## config.mk

```make
export PLATFORM = sky130hd
export DESIGN_NAME = sp_bank_switch
export DESIGN_NICKNAME = d
export VERILOG_FILES = /design/src/rtl/sp_bank_pkg.sv /design/src/rtl/sp_ctrl_regs.sv /design/src/rtl/sp_bank_sel.sv /design/src/rtl/sp_bank_file.sv /design/src/rtl/sp_bank_switch.sv
export SDC_FILE = /design/constraint.sdc
export NUM_CORES = 1
export LEC_CHECK = 0
export BUFFER_PORTS_ARGS = -buffer_cell sky130_fd_sc_hd__buf_2
export CAP_MARGIN = 20
export CORE_MARGIN = 8
export CORE_UTILIZATION = 52
export CTS_CLUSTER_DIAMETER = 200
export CTS_CLUSTER_SIZE = 16
export DETAILED_ROUTE_END_ITERATION = 16
export PLACE_DENSITY = 0.81
export RECOVER_POWER = 100
export SLEW_MARGIN = 5
export SYNTH_ARGS = -nofsm -noshare
export SYNTH_HDL_FRONTEND = slang
export SYNTH_HIERARCHICAL = 1
export SYNTH_SLANG_ARGS = --single-unit
```

## constraint.sdc

```tcl
create_clock -name clk_i -period 2.4 [get_ports clk_i]
set_input_delay 0.24 -clock clk_i [delete_from_list [all_inputs] [get_ports clk_i]]
set_output_delay 0.24 -clock clk_i [all_outputs]
set_load 0.005 [all_outputs]
```

## src/rtl/sp_bank_pkg.sv

```systemverilog
package sp_bank_pkg;
  typedef enum logic {
    BANK_SUP = 1'b0,
    BANK_USR = 1'b1
  } bank_e;

  localparam int unsigned SR_W          = 16;
  localparam int unsigned SR_SUP_BIT    = 13;
  localparam int unsigned CACR_USPE_BIT = 4;
  localparam logic [15:0] SR_RESET      = 16'h2700;
  localparam logic [15:0] SR_SYS_MASK   = 16'hFF00;
  localparam int unsigned NUM_BANKS     = 2;
endpackage

```

## src/rtl/sp_ctrl_regs.sv

```systemverilog
module sp_ctrl_regs
  import sp_bank_pkg::*;
#(
  parameter int unsigned CACR_W = 32
) (
  input  logic              clk_i,
  input  logic              rst_ni,
  input  logic              sr_we_i,
  input  logic [SR_W-1:0]   sr_wdata_i,
  input  logic              exc_entry_i,
  input  logic              cacr_we_i,
  input  logic [CACR_W-1:0] cacr_wdata_i,
  output logic [SR_W-1:0]   sr_q_o,
  output logic [CACR_W-1:0] cacr_q_o,
  output logic [SR_W-1:0]   sr_nxt_o,
  output logic [CACR_W-1:0] cacr_nxt_o,
  output logic              swap_o
);
  logic [SR_W-1:0]   sr_q;
  logic [CACR_W-1:0] cacr_q;

  always_comb begin
    sr_nxt_o = sr_q;
    if (sr_we_i) sr_nxt_o = sr_wdata_i & SR_SYS_MASK;
    if (exc_entry_i) sr_nxt_o[SR_SUP_BIT] = 1'b1;
    cacr_nxt_o = cacr_we_i ? cacr_wdata_i : cacr_q;
  end

  // any control write re-runs the swap, even with no mode change
  assign swap_o = sr_we_i | cacr_we_i | exc_entry_i;

  always_ff @(posedge clk_i or negedge rst_ni) begin
    if (!rst_ni) begin
      sr_q   <= SR_RESET;
      cacr_q <= '0;
    end else begin
      sr_q   <= sr_nxt_o;
      cacr_q <= cacr_nxt_o;
    end
  end

  assign sr_q_o   = sr_q;
  assign cacr_q_o = cacr_q;
endmodule

```

## src/rtl/sp_bank_sel.sv

```systemverilog
module sp_bank_sel
  import sp_bank_pkg::*;
#(
  parameter bit          HAS_USP = 1'b1,
  parameter int unsigned CACR_W  = 32
) (
  input  logic [SR_W-1:0]   sr_i,
  input  logic [CACR_W-1:0] cacr_i,
  output bank_e             bank_o
);
  generate
    if (HAS_USP) begin : g_sel
      assign bank_o = (sr_i[SR_SUP_BIT] && cacr_i[CACR_USPE_BIT]) ? BANK_SUP : BANK_USR;
    end else begin : g_fixed
      logic unused_sel;
      assign unused_sel = ^{sr_i, cacr_i};
      assign bank_o     = BANK_SUP;
    end
  endgenerate
endmodule

```

## src/rtl/sp_bank_file.sv

```systemverilog
module sp_bank_file
  import sp_bank_pkg::*;
#(
  parameter bit          HAS_USP = 1'b1,
  parameter int unsigned DATA_W  = 32
) (
  input  logic              clk_i,
  input  logic              rst_ni,
  input  logic              swap_i,
  input  bank_e             new_bank_i,
  input  logic              a7_we_i,
  input  logic [DATA_W-1:0] a7_wdata_i,
  input  logic              usp_we_i,
  input  logic [DATA_W-1:0] usp_wdata_i,
  output logic [DATA_W-1:0] a7_o,
  output logic [DATA_W-1:0] usp_o,
  output bank_e             cur_o
);
  localparam bank_e CUR_RST = HAS_USP ? BANK_USR : BANK_SUP;

  logic [DATA_W-1:0] bank_q   [NUM_BANKS];
  logic [DATA_W-1:0] bank_pre [NUM_BANKS];
  logic [DATA_W-1:0] a7_q, a7_pre, a7_nxt;
  bank_e             cur_q;
  logic              swap_eff;
  logic              usp_hit_live;

  assign swap_eff     = swap_i & HAS_USP;
  assign usp_hit_live = HAS_USP && usp_we_i && (cur_q == BANK_USR);

  // direct writes land first, the swap then sees their result
  always_comb begin
    a7_pre = a7_we_i ? a7_wdata_i : a7_q;
    if (usp_hit_live) a7_pre = usp_wdata_i;
  end

  generate
    for (genvar g = 0; g < NUM_BANKS; g++) begin : g_bank
      if (g == int'(BANK_USR)) begin : g_usr
        always_comb begin
          bank_pre[g] = bank_q[g];
          if (HAS_USP && usp_we_i && (cur_q == BANK_SUP)) bank_pre[g] = usp_wdata_i;
        end
      end else begin : g_sup
        assign bank_pre[g] = bank_q[g];
      end

      always_ff @(posedge clk_i or negedge rst_ni) begin
        if (!rst_ni) bank_q[g] <= '0;
        else if (swap_eff && (int'(cur_q) == g)) bank_q[g] <= a7_pre;
        else bank_q[g] <= bank_pre[g];
      end
    end
  endgenerate

  always_comb begin
    a7_nxt = a7_pre;
    if (swap_eff && (new_bank_i != cur_q)) a7_nxt = bank_pre[new_bank_i];
  end

  always_ff @(posedge clk_i or negedge rst_ni) begin
    if (!rst_ni) begin
      a7_q  <= '0;
      cur_q <= CUR_RST;
    end else begin
      a7_q <= a7_nxt;
      if (swap_eff) cur_q <= new_bank_i;
    end
  end

  assign a7_o  = a7_q;
  assign cur_o = cur_q;

  generate
    if (HAS_USP) begin : g_usp_rd
      assign usp_o = (cur_q == BANK_USR) ? a7_q : bank_q[BANK_USR];
    end else begin : g_usp_none
      assign usp_o = '0;
    end
  endgenerate
endmodule

```

## src/rtl/sp_bank_switch.sv

```systemverilog
module sp_bank_switch
  import sp_bank_pkg::*;
#(
  parameter bit          HAS_USP = 1'b1,
  parameter int unsigned DATA_W  = 32,
  parameter int unsigned CACR_W  = 32
) (
  input  logic              clk_i,
  input  logic              rst_ni,
  input  logic              sr_we_i,
  input  logic [15:0]       sr_wdata_i,
  input  logic              exc_entry_i,
  input  logic              cacr_we_i,
  input  logic [CACR_W-1:0] cacr_wdata_i,
  input  logic              a7_we_i,
  input  logic [DATA_W-1:0] a7_wdata_i,
  input  logic              usp_we_i,
  input  logic [DATA_W-1:0] usp_wdata_i,
  output logic [15:0]       sr_o,
  output logic [CACR_W-1:0] cacr_o,
  output logic [DATA_W-1:0] a7_o,
  output logic [DATA_W-1:0] usp_o,
  output logic              active_bank_o
);
  logic [SR_W-1:0]   sr_nxt;
  logic [CACR_W-1:0] cacr_nxt;
  logic              swap;
  bank_e             new_bank;
  bank_e             cur_bank;

  sp_ctrl_regs #(.CACR_W(CACR_W)) u_ctrl (
    .clk_i       (clk_i),
    .rst_ni      (rst_ni),
    .sr_we_i     (sr_we_i),
    .sr_wdata_i  (sr_wdata_i),
    .exc_entry_i (exc_entry_i),
    .cacr_we_i   (cacr_we_i),
    .cacr_wdata_i(cacr_wdata_i),
    .sr_q_o      (sr_o),
    .cacr_q_o    (cacr_o),
    .sr_nxt_o    (sr_nxt),
    .cacr_nxt_o  (cacr_nxt),
    .swap_o      (swap)
  );

  sp_bank_sel #(.HAS_USP(HAS_USP), .CACR_W(CACR_W)) u_sel (
    .sr_i  (sr_nxt),
    .cacr_i(cacr_nxt),
    .bank_o(new_bank)
  );

  sp_bank_file #(.HAS_USP(HAS_USP), .DATA_W(DATA_W)) u_banks (
    .clk_i      (clk_i),
    .rst_ni     (rst_ni),
    .swap_i     (swap),
    .new_bank_i (new_bank),
    .a7_we_i    (a7_we_i),
    .a7_wdata_i (a7_wdata_i),
    .usp_we_i   (usp_we_i),
    .usp_wdata_i(usp_wdata_i),
    .a7_o       (a7_o),
    .usp_o      (usp_o),
    .cur_o      (cur_bank)
  );

  assign active_bank_o = cur_bank;
endmodule

```

Word level (Yosys, flattened, before mapping)
Index checks and enable logic that the tools add are counted.
{"block": "totals", "register_bits": 137, "in_bits": 119, "out_inout_bits": 113, "elab_cells": 34}
{"block": "classes", "order_cmp": 1, "eq_ne": 1, "mux": 13, "bitwise_logic": 5, "reduce_logical": 6}
{"operator": "$mux 32", "count": 9}
{"operator": "$mux 14", "count": 1}
{"operator": "$logic_and 1x1->1", "count": 6}
{"operator": "$mux 5", "count": 1}
{"operator": "$ge 2x2->1 const B", "count": 1}
{"operator": "$mux 1", "count": 2}
{"operator": "$not 1->1", "count": 2}
{"operator": "$not 1->2", "count": 1}
{"operator": "$or 1x1->1", "count": 2}
{"operator": "$ne 1x1->1", "count": 1}

Logic depth before layout (Yosys ltp)
Gate-level depths: netlist of the first run.
{"block": "depth", "word_depth": 9, "ltp_mapped": 10, "ltp_nobuf": 6}

Hierarchy
The synthesis of the first run kept the hierarchy.
{"module": "sp_bank_file", "instances": 1, "cells_each": 513, "area_each_um2": 5426.5, "seq_area_each_um2": 2428.6}
{"module": "sp_ctrl_regs", "instances": 1, "cells_each": 104, "area_each_um2": 1926.8, "seq_area_each_um2": 1206.2}
{"module": "sp_bank_sel", "instances": 1, "cells_each": 1, "area_each_um2": 3.8, "seq_area_each_um2": 0.0}

Worst setup path after synthesis of the first run
No wires, ideal clock.
{"block": "synth_path", "path_type": "input port to flip-flop", "start": "input port cacr_we_i", "end": "register u_banks.a7_q[10] (netlist: u_banks/a7_o[10])", "setup_ns": 0.135, "arrival_time_ns": 1.762, "required_time_ns": 2.265, "slack_ns": 0.504, "path_stages": 10, "n_path_buf": 5, "path_cell_list": "buf_6 -> buf_12 -> mux2_4 -> nand2_1 -> buf_2 -> xor2_1 -> and2_1 -> buf_2 -> buf_4 -> o22ai_1"}
{"block": "synth_between", "elab_chain_len": 8, "elab_cells_between_ends": 12, "classes_between": "1 x eq/ne; 6 x mux; 3 x bitwise; 2 x reduce/logical"}
{"element": "start, declared", "line": "sp_bank_switch.sv:13", "rtl": "input logic cacr_we_i,"}
{"element": "$mux 5 (*)", "line": "sp_ctrl_regs.sv:26", "rtl": "cacr_nxt_o = cacr_we_i ? cacr_wdata_i : cacr_q;"}
{"element": "net cacr_nxt[4]", "line": "sp_bank_switch.sv:26", "rtl": "logic [CACR_W-1:0] cacr_nxt;"}
{"element": "$logic_and 1x1->1 (*)", "line": "sp_bank_sel.sv:13", "rtl": "assign bank_o = (sr_i[SR_SUP_BIT] && cacr_i[CACR_USPE_BIT]) ? BANK_SUP : BANK_USR;"}
{"element": "$mux 1 (*)", "line": "sp_bank_sel.sv:13"}
{"element": "net new_bank", "line": "sp_bank_switch.sv:28", "rtl": "bank_e new_bank;"}
{"element": "$not 1->2 (not written as such)", "line": "sp_bank_file.sv:58", "rtl": "if (swap_eff && (new_bank_i != cur_q)) a7_nxt = bank_pre[new_bank_i];"}
{"element": "$mux 32 (not written as such) (3 in series)", "line": "sp_bank_file.sv:58"}
{"element": "$mux 32 (*)", "line": "sp_bank_file.sv:58"}
{"element": "net u_banks.a7_nxt[10]", "line": "sp_bank_file.sv:23", "rtl": "logic [DATA_W-1:0] a7_q, a7_pre, a7_nxt;"}
{"element": "end signal, assigned", "line": "sp_bank_file.sv:66", "rtl": "a7_q <= a7_nxt;"}
{"element": "end, declared", "line": "sp_bank_file.sv:23"}
Mark *: on every way through the listed nets, which the timed path passes. The rest lies on a longest branch. The select of a mux whose other input is x is not followed.
A chain may end at the register's enable or synchronous reset.

Worst setup path after layout of the first run
{"block": "layout_path", "start": "register u_banks.cur_q (netlist: u_banks/cur_o)", "end": "register u_banks.a7_q[3] (netlist: u_banks/a7_o[3])"}
{"block": "layout_between", "elab_chain_len": 7, "elab_cells_between_ends": 11, "classes_between": "1 x eq/ne; 6 x mux; 1 x bitwise; 3 x reduce/logical"}
{"element": "start, declared", "line": "sp_bank_file.sv:24", "rtl": "bank_e cur_q;"}
{"element": "start signal, assigned", "line": "sp_bank_file.sv:67", "rtl": "if (swap_eff) cur_q <= new_bank_i;"}
{"element": "$not 1->1", "line": "sp_bank_file.sv:42", "rtl": "if (HAS_USP && usp_we_i && (cur_q == BANK_SUP)) bank_pre[g] = usp_wdata_i;"}
{"element": "$logic_and 1x1->1", "line": "sp_bank_file.sv:42"}
{"element": "$mux 32", "line": "sp_bank_file.sv:42"}
{"element": "$mux 32 (not written as such) (3 in series)", "line": "sp_bank_file.sv:58"}
{"element": "$mux 32 (*)", "line": "sp_bank_file.sv:58"}
{"element": "net u_banks.a7_nxt[3]", "line": "sp_bank_file.sv:23"}
Marked as above.

==> results.py, run 1 <==
metrics = {
    "status": {
        "status": "finished with violations",
        "violations": "max-capacitance violations, max-slew violations",
    },
    "die": {
        "start_util_pct": 53.2,
        "core-area_um2": 13800,
        "num_io_pins": 232,
        "die_x_um": 135,
        "placementRows": 43,
        "die_h_um": 135,
        "die_area_um2": 18200,
    },
    "critical_path": {
        "worstSetupPathType": "reg2reg",
        "worst-path-stages": 5,
        "crit_chain": "buf_4, xor2_4, clkbuf_2, o211ai_1, o22ai_1",
        "cp.required_ns": 2.73,
        "endpoint": "u_banks/a7_o[3]",
        "crit_start": "u_banks/cur_o",
        "startpoint_type": "flop",
        "cp-end-kind": "flop",
        "critPathBufInv": 2,
        "slowest_delay_ns": 0.59,
        "timing.rr.end": "u_banks/a7_o[3]",
        "cp_top_family": "buffers and inverters",
        "crit_slowest_cell": "dfstp_1",
        "rrSetupSlack_ns": 0.20,
        "crit_path_max_fanout": 32,
        "worstReg2RegStart": "u_banks/cur_o",
        "reg2reg_depth": 5,
        "worst_ep_arrival_time_ns": 2.53,
    },
    "timing": {
        "worst_pin_slew_ns": 1.71,
        "period_needed_ns": 2.20,
        "finalHoldViolCount": 0,
        "fin_tns_setup_ns": 0,
        "fin_crit_sh_pct": 91.6,
        "skew_ns": 0.00845,
        "finalSetupViolations": 0,
        "rsz0062_at_grt": "false",
        "relSlewSlack_pct": -14.0,
        "fmax_ghz": 0.455,
        "finalMaxSlewViolations": 32,
    },
    "drt": {
        "finalWirelength_mm": 21.3,
        "routedWlPerCell_um": 20.8,
        "drt-pass1-iter-count": 5,
        "postRouteAntennaNets": 0,
        "drt_iter0_drc": 339,
        "drcViolationCount": 0,
        "avgViaCountPerCell": 5.91,
        "num_vias": 6034,
    },
    "final_layout": {
        "final_nets": 945,
        "drive_gt1_share_pct": 34.2,
        "fin_util_pct": 64.8,
        "syn_to_final_growth_pct": 21.8,
        "final_area_um2": 8960,
        "nFillCells": 1138,
        "final_cells": 1021,
    },
    "clock_network": {
        "cts_htree_levels": 4,
        "clkTransAtPathRegs_ns": 0.06,
        "cts_buffers": 17,
        "insertion_delay_ns": 0.42,
        "clk_path_buf_depth": 2,
        "cts_tree": "done",
        "cts.sinks": 145,
        "cts-root-buf": "clkbuf_16",
        "cts_setup_buffers": 0,
    },
    "logic_synthesis": {
        "syn-mean-instance-area_um2": 11.9,
        "syn-num-nets": 737,
        "ys_top_cells_by_area": "dfrtp_1 48%, mux2_2 11%, a211oi_1 6.5%, mux2_4 6.3%, mux2i_1 4.4%",
        "ys_seq_area_share_pct": 49.4,
        "yosysTopAreaCell": "dfrtp_1",
        "yosysMostFrequentCell": "dfrtp_1",
        "synth_seq_cells": 145,
        "async_flop_share_pct": 100,
        "synth_edf_count": 0,
        "synth_flop_cell": "dfrtp_1",
        "synth_cells": 618,
        "synth.top_cell.area_share_pct": 47.6,
        "yosysUniqueCellTypes": 27,
        "ys_warn_count": 6,
        "syn_area_um2": 7360,
        "synth.cells.most_frequent": "140 x dfrtp_1, 73 x mux2_2, 64 x a211oi_1",
    },
    "place": {
        "gp_congestion": 0.785,
        "hpwl_mm": 14.6,
        "port_buffers": 223,
        "placed_cell_area_um2": 8620,
        "dp_cells": 986,
    },
    "grt": {
        "grtUsageTotal_pct": 23.2,
        "grt_pass1_wl_mm": 33.8,
        "overflow": 0,
        "antenna_found_initial": 2,
        "grt_pass1_vias": 6576,
        "grt_max_degree": 61,
    },
    "worst_hold_path": {
        "hold_class": "in2reg",
    },
    "power_and_ir_drop": {
        "vdd_drop_max_mv": 0.520,
        "fin_total_pwr_mw": 8.35,
        "p_per_area_nw_per_um2": 931,
        "p_leak_nw": 4.08,
    },
    "job": {
        "cap_violations": 1,
    },
}
report_power, final:
group	leakage (nW)	internal, mW	switching (mW)
clock	0.256	1.43	1.07
combinational	2.10	1.13	1.25
sequential	1.73	3.04	0.422
per-layer routing:
layer  vias up  wire (um)  track usage [%]
met2       264      10900             39.7
met5         -          0                0
met4         0        465             10.7
li1       2750          -                -
met3        43       1590             5.87
met1      2977       8320             26.9
worst min path at each step:
stage / startpoint / to / slack, ns / cells past startpoint
global placement: rst_ni / u_ctrl/cacr_q_o[2] / 0.24 / 1
CTS: cacr_wdata_i[18] / u_ctrl/cacr_q_o[18] / 0.03 / 2
finish: cacr_wdata_i[16] / u_ctrl/cacr_q_o[16] / 0.03 / 2
detailed placement: rst_ni / u_ctrl/cacr_q_o[2] / 0.26 / 1
floorplan: rst_ni / u_banks/a7_o[0] / -0.06 / 0
global route: cacr_wdata_i[7] / u_ctrl/cacr_q_o[7] / 0.02 / 2
final cells by class:
cell class	instances	area, um2	share of cell area, %
Antenna cell	2	5.00	0.0559
Clock buffer	18	429	4.79
Clock inverter	14	129	1.44
Inverter	1	3.75	0.0419
Multi-Input combinational cell	410	3280	36.6
Sequential cell	145	3630	40.6
Tap cell	180	225	2.51
Timing Repair Buffer	251	1250	14.0
stage by stage:
step	hold WS [ns]	setup slack, ns
2_1_floorplan	-0.0556	0.504
3_3_place_gp	0.243	0.551
3_5_place_dp	0.256	0.469
4_1_cts	0.0300	0.243
5_1_grt	0.0224	0.0974
6_report	0.0303	0.201
layout by cell type, fill, tap and decap left out, types with 3 or more instances in the layout:
cell type and n:
a211oi_1 64, clkbuf_1 73, mux2_2 72, mux2_1 30
buf_4 20, buf_2 148, inv_6 5, clkinvlp_4 6
o211ai_1 32, nor2b_1 9, nand2_1 33, o22ai_1 32
and3b_1 32, dfrtp_1 140, dfstp_1 3, mux2i_1 32
a21oi_1 32, buf_1 3, clkbuf_2 4, o21ai_0 31
clkbuf_16 17
state kept, by name, indices dropped and copies added (netlist names):
register / count
u_banks/a7_o: 32
u_ctrl/sr_q_o: 16
u_ctrl/cacr_q_o: 32
u_banks/bank_pre: 32
u_banks/cur_o: 1
u_banks/bank_q: 32
repair_timing:
item | in CTS | in global routing
hold endpoints to repair | 53 | 0
hold buffers | 1 | 0
resized for setup | 0 | 0
cells by family after synthesis:
kind of cell    synth area share, %
compound gates                 17.0
xor+xnor                      0.119
buf+inv                        4.86
flops                          49.4
mux                            21.9
simple gates                   6.77
Note: power is estimated with default switching activity, not from simulation.
==> inputs of run 2 (changes only) <==
--- a/config.mk
+++ b/config.mk
@@ -8,11 +8,11 @@
 export BUFFER_PORTS_ARGS = -buffer_cell sky130_fd_sc_hd__buf_2
 export CAP_MARGIN = 20
 export CORE_MARGIN = 8
-export CORE_UTILIZATION = 52
+export CORE_UTILIZATION = 47
 export CTS_CLUSTER_DIAMETER = 200
 export CTS_CLUSTER_SIZE = 16
 export DETAILED_ROUTE_END_ITERATION = 16
-export PLACE_DENSITY = 0.81
+export PLACE_DENSITY = 0.77
 export RECOVER_POWER = 100
 export SLEW_MARGIN = 5
 export SYNTH_ARGS = -nofsm -noshare
==> constraint.sdc (replaced) <==
create_clock -name clk_i -period 1.83 [get_ports clk_i]
set_input_delay 0.183 -clock clk_i [delete_from_list [all_inputs] [get_ports clk_i]]
set_output_delay 0.183 -clock clk_i [all_outputs]
set_load 0.005 [all_outputs]
==> run 2 against run 1 <==
  * The run ends with negative setup slack left
  * Die area up 9.4%
  * Worst hold slack got worse by 0.017 ns
  * Combinational power grew 92%
  * Sequential power increased by 34%
  * First-iteration DRC count is 19% higher
  * Critical path depth fell by 1
  * Setup slack worse by 0.28 ns
  * Sequential cell count stayed put
  * Wire length increased by 12%
  * Count of clock-buffer cells in the layout increased by 1
  * Total power grew 50%
==> results.py, run 2 (synthesized netlist as in run 1, its figures left out) <==
metrics = {
    "die": {
        "core-area_um2": 15300,
        "die_area_um2": 19900,
        "num_io_pins": 232,
        "die_x_um": 141,
        "start_util_pct": 48.2,
        "die_h_um": 141,
        "placementRows": 45,
    },
    "status": {
        "violations": "negative setup slack",
        "status": "finished with violations",
    },
    "grt": {
        "grtUsageTotal_pct": 23.4,
        "grt_max_degree": 52,
        "grt_busiest_layer": "met2",
        "grt_pass1_vias": 6748,
        "antenna_found_initial": 2,
        "use_met1_pct": 27.4,
        "grt_pass1_wl_mm": 36.9,
        "overflow": 0,
        "grtUsageMet2_pct": 40.3,
        "grtUsageMet3_pct": 6.65,
    },
    "critical_path": {
        "cp.required_ns": 1.65,
        "startpoint_type": "flop",
        "crit_path_max_fanout": 6,
        "worst_ep_arrival_time_ns": 1.72,
        "cp-end-kind": "output port",
        "worstSetupPathType": "reg2out",
    },
    "power_and_ir_drop": {
        "p_per_area_nw_per_um2": 1190,
        "p_leak_nw": 4.85,
        "vdd_drop_max_mv": 0.738,
    },
    "timing": {
        "worst_pin_slew_ns": 1.08,
        "skew_ns": 0.00717,
        "timing.hold.ws_ns": 0.0133,
        "finalMaxSlewViolations": 0,
        "fmax_ghz": 0.525,
        "finalSetupViolations": 64,
        "rsz0062_at_grt": "true",
        "finalWorstSetupSlack_ns": -0.0759,
        "fin_tns_setup_ns": -2.25,
        "finalHoldViolCount": 0,
        "fin_crit_sh_pct": 104,
        "relSlewSlack_pct": 27.9,
        "period_needed_ns": 1.91,
    },
    "drt": {
        "num_vias": 6303,
        "drt_iter0_drc": 403,
        "avgViaCountPerCell": 5.66,
        "postRouteAntennaNets": 0,
        "finalWirelength_mm": 23.7,
        "drt-pass1-iter-count": 5,
        "drcViolationCount": 0,
        "routedWlPerCell_um": 21.3,
    },
    "clock_network": {
        "cts_htree_levels": 4,
        "cts_buffers": 17,
        "cts-root-buf": "clkbuf_16",
        "cts_tree": "done",
        "insertion_delay_ns": 0.41,
        "clkTransAtPathRegs_ns": 0.06,
        "clk_path_buf_depth": 2,
        "cts.sinks": 145,
    },
    "place": {
        "hpwl_mm": 14.4,
        "port_buffers": 223,
        "gp_congestion": 0.766,
    },
    "final_layout": {
        "layout_commonest_cell": "dfrtp_1",
        "multi_input_area_um2": 3670,
        "nFillCells": 1123,
        "drive_gt1_share_pct": 41.8,
        "syn_to_final_growth_pct": 43.3,
        "antenna_cells": 0,
        "final_cell_mix": "140 x dfrtp_1, 131 x buf_2, 60 x clkbuf_1",
        "final_nets": 1008,
        "seq_area_um2": 3630,
    },
    "job": {
        "cap_violations": 0,
    },
    "worst_hold_path": {
        "hold_class": "in2reg",
    },
}
## run 2: per-stage QoR
| stage | setup slack, ns | std cells | util (%) | instance area [um2] | power [mW] |
|---|---|---|---|---|---|
| after floorplan | 0.0591 | 618 | - | 7360 | 6.44 |
| after global placement | 0.00273 | 1020 | 57.4 | 8760 | 7.81 |
| after detailed placement | -0.0487 | 1020 | 57.4 | 8760 | 7.92 |
| after CTS | -0.0918 | 1111 | 68.4 | 10400 | 12.3 |
| after global routing | -0.125 | 1113 | 69.1 | 10500 | 13.2 |
| final | -0.0759 | 1113 | 69.1 | 10500 | 12.5 |
## run 2: per-layer routing
metal | vias up | wire, um
met5 | - | 23
met4 | 4 | 501
met3 | 44 | 1370
met2 | 223 | 12300
met1 | 3158 | 9570
li1 | 2874 | -
## run 2: repair_timing
action                     CTS  global route
hold endpoints to repair    76             0
gates cloned                 8             2
pin swaps                    9            13
setup endpoints to repair   64            69
gates resized for setup     92            54
hold buffers                36             0
buffers inserted            17             1
## run 2: final cells by class
| type | instances | area share (%) |
|---|---|---|
| repair buffers | 314 | 22.8 |
| multi-input cells | 410 | 34.8 |
| well taps | 211 | 2.50 |
| inverters | 1 | 0.0356 |
| clock inverters | 13 | 1.31 |
| clock buffers | 19 | 4.11 |
| flip-flops and latches | 145 | 34.5 |
## run 2: power breakdown
| group | total [mW] | switching [mW] | internal, mW |
|---|---|---|---|
| clock | 3.35 | 1.35 | 2.00 |
| sequential | 4.62 | 0.626 | 3.99 |
| combinational | 4.58 | 2.01 | 2.57 |
## run 2: path summary, 6_finish.rpt
path	from	to	slack (ns)	cells past startpoint
setup / recovery	u_banks/cur_o	usp_o[30]	-0.08	4
hold / removal	cacr_wdata_i[15]	u_ctrl/cacr_q_o[15]	0.01	2
setup reg to reg	u_ctrl/sr_q_o[13]	u_banks/a7_o[9]	-0.06	8
hold reg to reg	u_banks/bank_pre[56]	u_banks/bank_pre[56]	0.48	2
max in group asynchronous	rst_ni	u_banks/cur_o	0.23	3
min in group asynchronous	rst_ni	u_banks/bank_pre[36]	0.51	2
## run 2: worst max-delay path: stages (launching register included)
cell and delay, ns:
dfstp_2 0.57, buf_12 0.15, buf_12 0.14, mux2_4 0.32, buf_6 0.12
